File: src/rtl/nvs_pkg.sv
package nvs_pkg;
  localparam logic [3:0] OP_RESTORE   = 4'h1;
  localparam logic [3:0] OP_SAVE_W    = 4'h2;
  localparam logic [3:0] OP_SAVE_A    = 4'h3;
  localparam logic [3:0] OP_RESTORE_T = 4'h8;
  localparam logic [3:0] OP_READ_NV   = 4'h9;
  localparam logic [3:0] OP_READ_W    = 4'hA;

  typedef enum logic [1:0] {
    JOB_IDLE,
    JOB_SAVE,
    JOB_RESTORE,
    JOB_READ
  } job_e;
endpackage

File: src/rtl/nvs_timer.sv
module nvs_timer #(
  parameter int            CW       = 8,
  parameter logic [CW-1:0] INIT_LEN = '0
) (
  input  logic          clk_i,
  input  logic          rst_ni,
  input  logic          start_i,
  input  logic [CW-1:0] len_i,
  input  logic          stop_i,
  output logic          active_o,
  output logic          done_o
);
  logic          active_q;
  logic [CW-1:0] cnt_q;

  // power-on: already counting the initial restore
  always_ff @(posedge clk_i or negedge rst_ni) begin
    if (!rst_ni) begin
      active_q <= 1'b1;
      cnt_q    <= INIT_LEN;
    end else if (stop_i) begin
      active_q <= 1'b0;
    end else if (start_i) begin
      active_q <= 1'b1;
      cnt_q    <= len_i;
    end else if (active_q) begin
      if (cnt_q == '0) active_q <= 1'b0;
      else             cnt_q    <= cnt_q - 1'b1;
    end
  end

  assign active_o = active_q;
  assign done_o   = active_q && (cnt_q == '0);
endmodule

File: src/rtl/nvs_array.sv
module nvs_array #(
  parameter int NWORDS = 16,
  parameter int DW     = 10,
  parameter int AW     = 4
) (
  input  logic          clk_i,
  input  logic          rst_ni,
  input  logic          we_i,
  input  logic [AW-1:0] waddr_i,
  input  logic [DW-1:0] wdata_i,
  output logic [DW-1:0] word0_o,
  output logic [DW-1:0] word1_o
);
  localparam logic [DW-1:0] MID = {1'b1, {(DW-1){1'b0}}};

  logic [DW-1:0] mem_q [NWORDS];

  for (genvar g = 0; g < NWORDS; g++) begin : g_word
    localparam logic [DW-1:0] RST_VAL = (g == 0) ? MID : '0;
    always_ff @(posedge clk_i or negedge rst_ni) begin
      if (!rst_ni)                             mem_q[g] <= RST_VAL;
      else if (we_i && waddr_i == AW'(g))      mem_q[g] <= wdata_i;
    end
  end

  assign word0_o = mem_q[0];
  assign word1_o = mem_q[1];

  AST_OUT_HOLD: assert property (@(posedge clk_i) disable iff (!rst_ni)
    (!we_i || waddr_i != AW'(1)) |=> $stable(word1_o));
endmodule

File: src/rtl/nvs_ctrl.sv
module nvs_ctrl
  import nvs_pkg::*;
#(
  parameter int DW          = 10,
  parameter int AW          = 4,
  parameter int CW          = 8,
  parameter int SAVE_CYC    = 100,
  parameter int RESTORE_CYC = 10
) (
  input  logic          clk_i,
  input  logic          rst_ni,
  input  logic          cmd_valid_i,
  input  logic [3:0]    cmd_op_i,
  input  logic [AW-1:0] cmd_addr_i,
  input  logic [DW-1:0] cmd_data_i,
  input  logic [DW-1:0] wiper_i,
  input  logic          wp_ni,
  input  logic          preset_ni,
  input  logic          tmr_active_i,
  input  logic          tmr_done_i,
  input  logic [DW-1:0] word0_i,
  output logic          tmr_start_o,
  output logic [CW-1:0] tmr_len_o,
  output logic          tmr_stop_o,
  output logic          we_o,
  output logic [AW-1:0] waddr_o,
  output logic [DW-1:0] wdata_o,
  output logic          load_o,
  output logic [DW-1:0] load_val_o,
  output logic          busy_o
);
  localparam logic [DW-1:0] MID       = {1'b1, {(DW-1){1'b0}}};
  localparam logic [CW-1:0] SAVE_LEN  = CW'(SAVE_CYC - 1);
  localparam logic [CW-1:0] REST_LEN  = CW'(RESTORE_CYC - 1);

  job_e          job_q, dec_job;
  logic [AW-1:0] addr_q, dec_addr;
  logic [DW-1:0] data_q, dec_data;
  logic [CW-1:0] dec_len;
  logic          dec_start, dec_imm, prot;
  logic          preset_q, load_q;
  logic [DW-1:0] load_val_q;
  logic          pr_low, pr_rise, accept, commit;

  assign pr_low  = !preset_ni;
  assign pr_rise = preset_ni && !preset_q;
  assign accept  = cmd_valid_i && !tmr_active_i && !pr_low && !pr_rise;
  // words 0 and 1 are guarded by write protect
  assign prot    = !wp_ni && ((cmd_addr_i >> 1) == '0);

  always_comb begin
    dec_start = 1'b0;
    dec_imm   = 1'b0;
    dec_job   = JOB_IDLE;
    dec_addr  = cmd_addr_i;
    dec_data  = cmd_data_i;
    dec_len   = REST_LEN;
    unique case (cmd_op_i)
      OP_RESTORE: dec_imm = 1'b1;
      OP_SAVE_W: if (wp_ni) begin
        dec_start = 1'b1;
        dec_job   = JOB_SAVE;
        dec_addr  = '0;
        dec_data  = wiper_i;
        dec_len   = SAVE_LEN;
      end
      OP_SAVE_A: if (!prot) begin
        dec_start = 1'b1;
        dec_job   = JOB_SAVE;
        dec_data  = (cmd_addr_i == '0) ? wiper_i : cmd_data_i;
        dec_len   = SAVE_LEN;
      end
      OP_RESTORE_T: begin
        dec_start = 1'b1;
        dec_job   = JOB_RESTORE;
      end
      OP_READ_NV, OP_READ_W: begin
        dec_start = 1'b1;
        dec_job   = JOB_READ;
      end
      default: ;
    endcase
  end

  assign commit      = tmr_done_i && !pr_low;
  assign tmr_start_o = pr_rise || (accept && dec_start);
  assign tmr_len_o   = pr_rise ? REST_LEN : dec_len;
  assign tmr_stop_o  = pr_low;
  assign we_o        = commit && (job_q == JOB_SAVE);
  assign waddr_o     = addr_q;
  assign wdata_o     = data_q;
  assign busy_o      = tmr_active_i || pr_low || pr_rise;
  assign load_o      = load_q;
  assign load_val_o  = load_val_q;

  always_ff @(posedge clk_i or negedge rst_ni) begin
    if (!rst_ni) begin
      job_q      <= JOB_RESTORE;
      addr_q     <= '0;
      data_q     <= '0;
      preset_q   <= 1'b1;
      load_q     <= 1'b0;
      load_val_q <= '0;
    end else begin
      preset_q <= preset_ni;
      if (pr_rise) begin
        job_q <= JOB_RESTORE;
      end else if (accept && dec_start) begin
        job_q  <= dec_job;
        addr_q <= dec_addr;
        data_q <= dec_data;
      end
      load_q     <= pr_low || (accept && dec_imm) || (commit && job_q == JOB_RESTORE);
      load_val_q <= pr_low ? MID : word0_i;
    end
  end

  AST_WP_BLOCKS: assert property (@(posedge clk_i) disable iff (!rst_ni)
    (accept && !wp_ni && cmd_op_i == OP_SAVE_W) |=> !tmr_active_i);
  AST_PRESET_MID: assert property (@(posedge clk_i) disable iff (!rst_ni)
    pr_low |=> (load_o && load_val_o == MID));
  AST_FAST_LOAD: assert property (@(posedge clk_i) disable iff (!rst_ni)
    (accept && cmd_op_i == OP_RESTORE) |=> (load_o && load_val_o == $past(word0_i)));
  AST_BUSY_IGNORE: assert property (@(posedge clk_i) disable iff (!rst_ni)
    (cmd_valid_i && tmr_active_i && !pr_low) |=> ($stable(addr_q) && $stable(data_q)));
  AST_DONE_IDLE: assert property (@(posedge clk_i) disable iff (!rst_ni)
    (tmr_done_i && !pr_low) |=> !tmr_active_i);
endmodule

File: src/rtl/nvm_store_seq.sv
module nvm_store_seq #(
  parameter int DW          = 10,
  parameter int NWORDS      = 16,
  parameter int SAVE_CYC    = 2500000,
  parameter int RESTORE_CYC = 12000,
  localparam int AW         = $clog2(NWORDS)
) (
  input  logic          clk_i,
  input  logic          rst_ni,
  input  logic          cmd_valid_i,
  input  logic [3:0]    cmd_op_i,
  input  logic [AW-1:0] cmd_addr_i,
  input  logic [DW-1:0] cmd_data_i,
  input  logic [DW-1:0] wiper_i,
  input  logic          wp_ni,
  input  logic          preset_ni,
  output logic          load_o,
  output logic [DW-1:0] load_val_o,
  output logic          out1_o,
  output logic          out2_o,
  output logic          rdy_o,
  output logic          busy_o
);
  localparam int            CW       = $clog2(SAVE_CYC + 1);
  localparam logic [CW-1:0] REST_LEN = CW'(RESTORE_CYC - 1);

  logic          tmr_start, tmr_stop, tmr_active, tmr_done, we;
  logic [CW-1:0] tmr_len;
  logic [AW-1:0] waddr;
  logic [DW-1:0] wdata, word0, word1;

  nvs_timer #(.CW(CW), .INIT_LEN(REST_LEN)) u_timer (
    .clk_i    (clk_i),
    .rst_ni   (rst_ni),
    .start_i  (tmr_start),
    .len_i    (tmr_len),
    .stop_i   (tmr_stop),
    .active_o (tmr_active),
    .done_o   (tmr_done)
  );

  nvs_array #(.NWORDS(NWORDS), .DW(DW), .AW(AW)) u_array (
    .clk_i   (clk_i),
    .rst_ni  (rst_ni),
    .we_i    (we),
    .waddr_i (waddr),
    .wdata_i (wdata),
    .word0_o (word0),
    .word1_o (word1)
  );

  nvs_ctrl #(
    .DW(DW), .AW(AW), .CW(CW), .SAVE_CYC(SAVE_CYC), .RESTORE_CYC(RESTORE_CYC)
  ) u_ctrl (
    .clk_i        (clk_i),
    .rst_ni       (rst_ni),
    .cmd_valid_i  (cmd_valid_i),
    .cmd_op_i     (cmd_op_i),
    .cmd_addr_i   (cmd_addr_i),
    .cmd_data_i   (cmd_data_i),
    .wiper_i      (wiper_i),
    .wp_ni        (wp_ni),
    .preset_ni    (preset_ni),
    .tmr_active_i (tmr_active),
    .tmr_done_i   (tmr_done),
    .word0_i      (word0),
    .tmr_start_o  (tmr_start),
    .tmr_len_o    (tmr_len),
    .tmr_stop_o   (tmr_stop),
    .we_o         (we),
    .waddr_o      (waddr),
    .wdata_o      (wdata),
    .load_o       (load_o),
    .load_val_o   (load_val_o),
    .busy_o       (busy_o)
  );

  assign out1_o = word1[0];
  assign out2_o = word1[1];
  assign rdy_o  = !busy_o;
endmodule

File: config.mk
export PLATFORM = sky130hd
export DESIGN_NAME = nvm_store_seq
export DESIGN_NICKNAME = d
export VERILOG_FILES = /design/src/rtl/nvs_pkg.sv /design/src/rtl/nvs_timer.sv /design/src/rtl/nvs_array.sv /design/src/rtl/nvs_ctrl.sv /design/src/rtl/nvm_store_seq.sv
export SDC_FILE = /design/constraint.sdc
export NUM_CORES = 1
export LEC_CHECK = 0
export BUFFER_PORTS_ARGS = -buffer_cell sky130_fd_sc_hd__buf_2
export CELL_PAD_IN_SITES_DETAIL_PLACEMENT = 0
export CELL_PAD_IN_SITES_GLOBAL_PLACEMENT = 1
export CORE_UTILIZATION = 30
export DETAILED_ROUTE_END_ITERATION = 12
export GPL_ROUTABILITY_DRIVEN = 0
export PLACE_DENSITY_LB_ADDON = 0.1
export SLEW_MARGIN = 25
export SYNTH_ARGS = -nofsm -noshare
export SYNTH_HDL_FRONTEND = slang
export SYNTH_HIERARCHICAL = 1
export SYNTH_SLANG_ARGS = --single-unit
File: constraint.sdc
create_clock -name clk_i -period 2.7 [get_ports clk_i]
set_input_delay 0.135 -clock clk_i [delete_from_list [all_inputs] [get_ports clk_i]]
set_output_delay 0.135 -clock clk_i [all_outputs]
set_load 0.01 [all_outputs]
; ---- Yosys cells after proc, flatten, opt, wreduce, memory -nomap -nowiden
; Index checks and enable logic that the tools add are counted.
[word_totals]
reg_bits = 63
latch_bits = 0
ram_bits = 0
mem_bits_ro = 0
input_bits = 33
output_inout_bits = 15
elab_cells = 83
n_memories = 0
[op_classes]
n_addsub = 1
n_mul = 0
div = 0
n_lt_le_gt_ge = 0
eq_ne = 10
shift = 0
muxes = 27
bitwise = 1
n_reduce_logical = 34
[ops]
columns = cell, count
row1 = 22-bit 2-to-1 mux, 6
row2 = 22-bit one-hot mux with 2 select lines, 1
row3 = 10-bit 2-to-1 mux, 4
row4 = 22-bit zero test, 1
row5 = 22-bit by 1-bit subtractor with 22-bit output (second input constant), 1
row6 = 10-bit one-hot mux with 2 select lines, 1
row7 = 1-bit logical AND, 13
row8 = 4-bit == test (second input constant), 3
row9 = 4-bit zero test, 3
row10 = 1-bit 2-to-1 mux, 9
row11 = 4-bit by 1-bit == test with 1-bit output (second input constant), 2
row12 = 4-bit by 2-bit == test with 1-bit output (second input constant), 2
row13 = 4-bit 2-to-1 mux, 2
row14 = 2-bit one-hot mux with 4 select lines, 1
row15 = 1-bit zero test, 6
row16 = 1-bit logical OR, 5
row17 = 2-bit 2-to-1 mux, 2
row18 = 2-bit nonzero test, 2
row19 = 1-bit one-hot mux with 3 select lines, 1
row20 = 3-bit AND reduction, 1
row21 = 3-bit OR reduction, 1
row22 = 2-bit by 1-bit == test with 1-bit output (second input constant), 1
row23 = 2-bit == test (second input constant), 1
row24 = 2-bit != test (second input constant), 1
row25 = other kinds (3), 3

; ---- Depth between registers and ports, before layout
[depth]
word_depth = 8
mapped_depth = 14

; ---- By module
; Netlist, hierarchy kept.
[by_module_without_submodules]
columns = mod, instances, cells_each, area_each_um2
row1 = nvs_timer, 1, 174, 1501.4
row2 = nvs_ctrl, 1, 122, 1497.7
row3 = nvs_array, 1, 44, 775.7
row4 = nvm_store_seq, 1, 1, 3.8

; ---- Least setup slack after synthesis
; No wires, ideal clock.
[synth_path]
path_kind = register to register
start = register u_timer.cnt_q[8]
end = register u_array.mem_q (netlist bit u_array/word0_o[0])
setup_ns = 0.125
t_arrival_ns = 2.692
slack_ns = -0.116
path_stages_with_launch = 11
period_less_slack_ns = 2.816
path_cell_list = dfrtp_1 -> or4_1 -> buf_2 -> or3_1 -> buf_6 -> nor3_1 -> and4b_1 -> nor4b_4 -> and2b_1 -> buf_6 -> mux2_2
[synth_between]
elab_chain_len = 5
[synth_rtl]
columns = element, line
row1 = from (decl), nvs_timer.sv:14  ; logic [CW-1:0] cnt_q;
row2 = from (signal assigned), nvs_timer.sv:25  ; cnt_q <= len_i;
row3 = from (signal assigned), nvs_timer.sv:28  ; else cnt_q <= cnt_q - 1'b1;
row4 = 22-bit zero test, nvs_timer.sv:33  ; assign done_o = active_q && (cnt_q == '0);
row5 = 1-bit logical AND, nvs_timer.sv:33
row6 = via tmr_done, nvm_store_seq.sv:27  ; logic tmr_start, tmr_stop, tmr_active, tmr_done, we;
row7 = 1-bit logical AND, nvs_ctrl.sv:85  ; assign commit = tmr_done_i && !pr_low;
row8 = 1-bit logical AND, nvs_ctrl.sv:89  ; assign we_o = commit && (job_q == JOB_SAVE);
row9 = via we, nvm_store_seq.sv:27
row10 = 1-bit logical AND, nvs_array.sv:22  ; else if (we_i && waddr_i == AW'(g)) mem_q[g] <= wdata_i;
row11 = "to (signal, indexed assignment)", nvs_array.sv:22
row12 = to (decl), nvs_array.sv:16  ; logic [DW-1:0] mem_q [NWORDS];
; The timed path passes the listed nets, and every way through them passes these cells.
; A chain may end at the register's enable or synchronous reset.

; ---- Worst setup path after layout
[layout_path]
start = register u_timer.cnt_q[10]
end = register u_array.mem_q (netlist bit u_array/word0_o[2])
; Same word-level chain as after synthesis.

==> results.toml <==
[outcome]
outcome = "finished with violations"
violated_checks = "hold timing"

[grt]
grt_antenna_before_repair = 0
grt_usage_pct = 14.6
grt_pass1_wl_um = 13200
vias_in_the_first_global_route = 2558
global_route.overflow_total = 0
maximum_number_of_pins_on_one_net_before_global_route_repair = 64

[synthesis]
ys_warn_count = 6
syn-cell-area_um2 = 3490
post_synth_inst_count = 325
mean_area_per_synthesized_cell_um2 = 10.7

[cts]
cts_root_buffer = "sky130_fd_sc_hd__clkbuf_16"
cts_buffer_depth = 2
clk_latency_ns = 0.33
clk_transition_reported_paths_ns = 0.06
tritoncts.num_buffers = 9
tritoncts_clock_tree = "built"
post-cts-setup-buffer-count = 0
ctsHtreeMaxLevel = 3
cts_num_sinks = 63

[critical_path]
worst_setup_path_end_kind = "flop"
cp.required_ns = 2.91
worstSetupStartpointType = "flop"
crit_type = "flop to flop"
critPathSlowestCell = "sky130_fd_sc_hd__or4_4"
critical_path.reg2reg.startpoint = "u_timer/cnt_q[10]"
reg2reg_depth = 8
regToRegEndpoint = "u_array/word0_o[2]"
register_to_register_setup_slack_ns = 0.04
bufs_and_invs_on_worst_path = 1
crit_path_max_fanout = 10
crit_family = "simple AND/OR/NAND/NOR gates"
cpPeakStageDelay_ns = 0.54
worstPathCellList = "or4_4, or3_4, nor3_4, and4b_1, nor4b_4, and2b_1, buf_12, mux2_2"
worst-endpoint-arrival_ns = 2.87

[placement]
buffer_ports.inserted = 47
dp.final_hpwl_um = 5420
placed_cell_areas_um2 = 3890

[timing]
timing.setup.tns_ns = 0
slew_violations = 0
finalHoldViolCount = 4
setup_repair_after_global_routing_missed_its_margin = "true"
fin_crit_sh_pct = 98.4
worst_clock_skew_ns = 0.0104
highest_attainable_clock_frequency_mhz = 377
setup-violations-final = 0
slew-limit-headroom_pct = 44.2
worst_pin_slew_ns = 0.837
post-route-min-period_ns = 2.66
worst_slack_on_hold_paths_ns = -0.00281

[drt]
antenna_violating_nets_post_route = 0
detail_route.wirelength_um = 7900
drt_first_pass_iters = 4
routedWlPerCell_um = 14.9
routed_via_density = 4.85
dr.first_iter.drc_count = 81
vias = 2572
drc_violations = 0

[layout]
final_layout_size_suffix_gt1_share_pct = 41.3
fillers = 1146
regArea_um2 = 1600
syn2layout_area_growth_pct = 22.6
design.final.nets = 416
multi_input_comb_area_um2 = 1700
final_area_um2 = 4280
insertedDiodeCount = 0

[pwr]
vdd_drop_max_uv = 327
power_leakage_uw = 0.00188
power-per-cell-area_nw_per_um2 = 734

[die]
floorplan.die_area_um2 = 12100
effective_utilization_at_floorplan_pct = 30.7
coreArea_um2 = 11400
die_h_um = 110
placementRows = 39
die_x_um = 110
boundaryPins = 48

[run]
cap_violations = 0

[worst_hold_path]
hp-class = "primary input to async pin"
## power breakdown
| part | total, uW | internal [uW] | switching, uW |
|---|---|---|---|
| sequential | 1300 | 1150 | 146 |
| combinational | 562 | 286 | 276 |
| clock | 1280 | 838 | 442 |
| total | 3140 | 2270 | 865 |
## cells in the final DEF (no fill, tap or decap), drive strengths merged, types with 2 or more instances in the layout
master / instances
a21oi: 12
a22o: 2
a22oi: 5
and2: 9
buf: 71
bufinv: 2
clkbuf: 10
clkinvlp: 2
conb: 15
dfrtp: 48
dfstp: 15
inv: 13
mux2: 32
mux2i: 7
nand2: 15
nand2b: 5
nand3: 6
nand3b: 2
nand4b: 2
nor2: 20
nor3: 9
nor3b: 4
nor4: 7
nor4b: 2
o211ai: 3
o21ai: 24
o22ai: 5
o2bb2ai: 5
o41ai: 4
or2: 2
or3: 4
or4: 6
## metrics by stage
step	hold WS [ns]	cells	total power [uW]	util [%]	worst slack (ns)
4_1_cts	0.0404	530	3170	37.3	-0.0288
5_1_grt	0.0665	530	3330	37.6	-0.0889
6_report	-0.00281	530	3140	37.6	0.0444
3_5_place_dp	0.388	514	1860	34.2	-0.0197
2_1_floorplan	-0.161	338	1660	-	-0.0253
3_3_place_gp	0.384	514	1850	34.2	0.0112
## sequential cells by signal, indices dropped and copies added, names as in the netlist
register,flops
u_timer/cnt_q,22
u_array/word1_o,2
u_timer/active_o,1
u_ctrl/preset_q,1
u_ctrl/load_val_o,10
u_ctrl/load_o,1
u_ctrl/waddr_o,4
u_ctrl/wdata_o,10
u_array/word0_o,10
u_ctrl/job_q,2
## how the worst max path moves through the flow
stage	start	to	depth (start not counted)
after global routing	u_timer/cnt_q[19]	u_array/word0_o[8]	9
after CTS	u_timer/cnt_q[10]	u_array/word0_o[6]	8
after detailed placement	u_timer/cnt_q[15]	u_array/word0_o[2]	8
final	u_timer/cnt_q[10]	u_array/word0_o[2]	8
after floorplan	u_timer/cnt_q[8]	u_array/word0_o[0]	10
after global placement	u_timer/cnt_q[15]	u_array/word0_o[4]	8
## per-layer routing
layer,GRT usage (%),part of all wire (%)
met5,0,0
met1,19.4,49
met4,5.52,1.7
met3,3.20,3.1
met2,23.0,46
## repair_timing
action,in CTS,in global routing
resized for setup,4,8
setup endpoints to repair,9,10
pin swaps,3,2
hold buffers,0,0
## final cells by class
| cell class | count | share of cell area [%] |
|---|---|---|
| sequential | 63 | 37.3 |
| clock buffer | 10 | 5.59 |
| inverter | 12 | 1.05 |
| multi-input combinational | 225 | 39.7 |
| tap | 143 | 4.18 |
| clock inverter | 6 | 2.16 |
| timing repair buffer | 71 | 10.0 |
No activity file was read; power rests on OpenSTA's default activity.
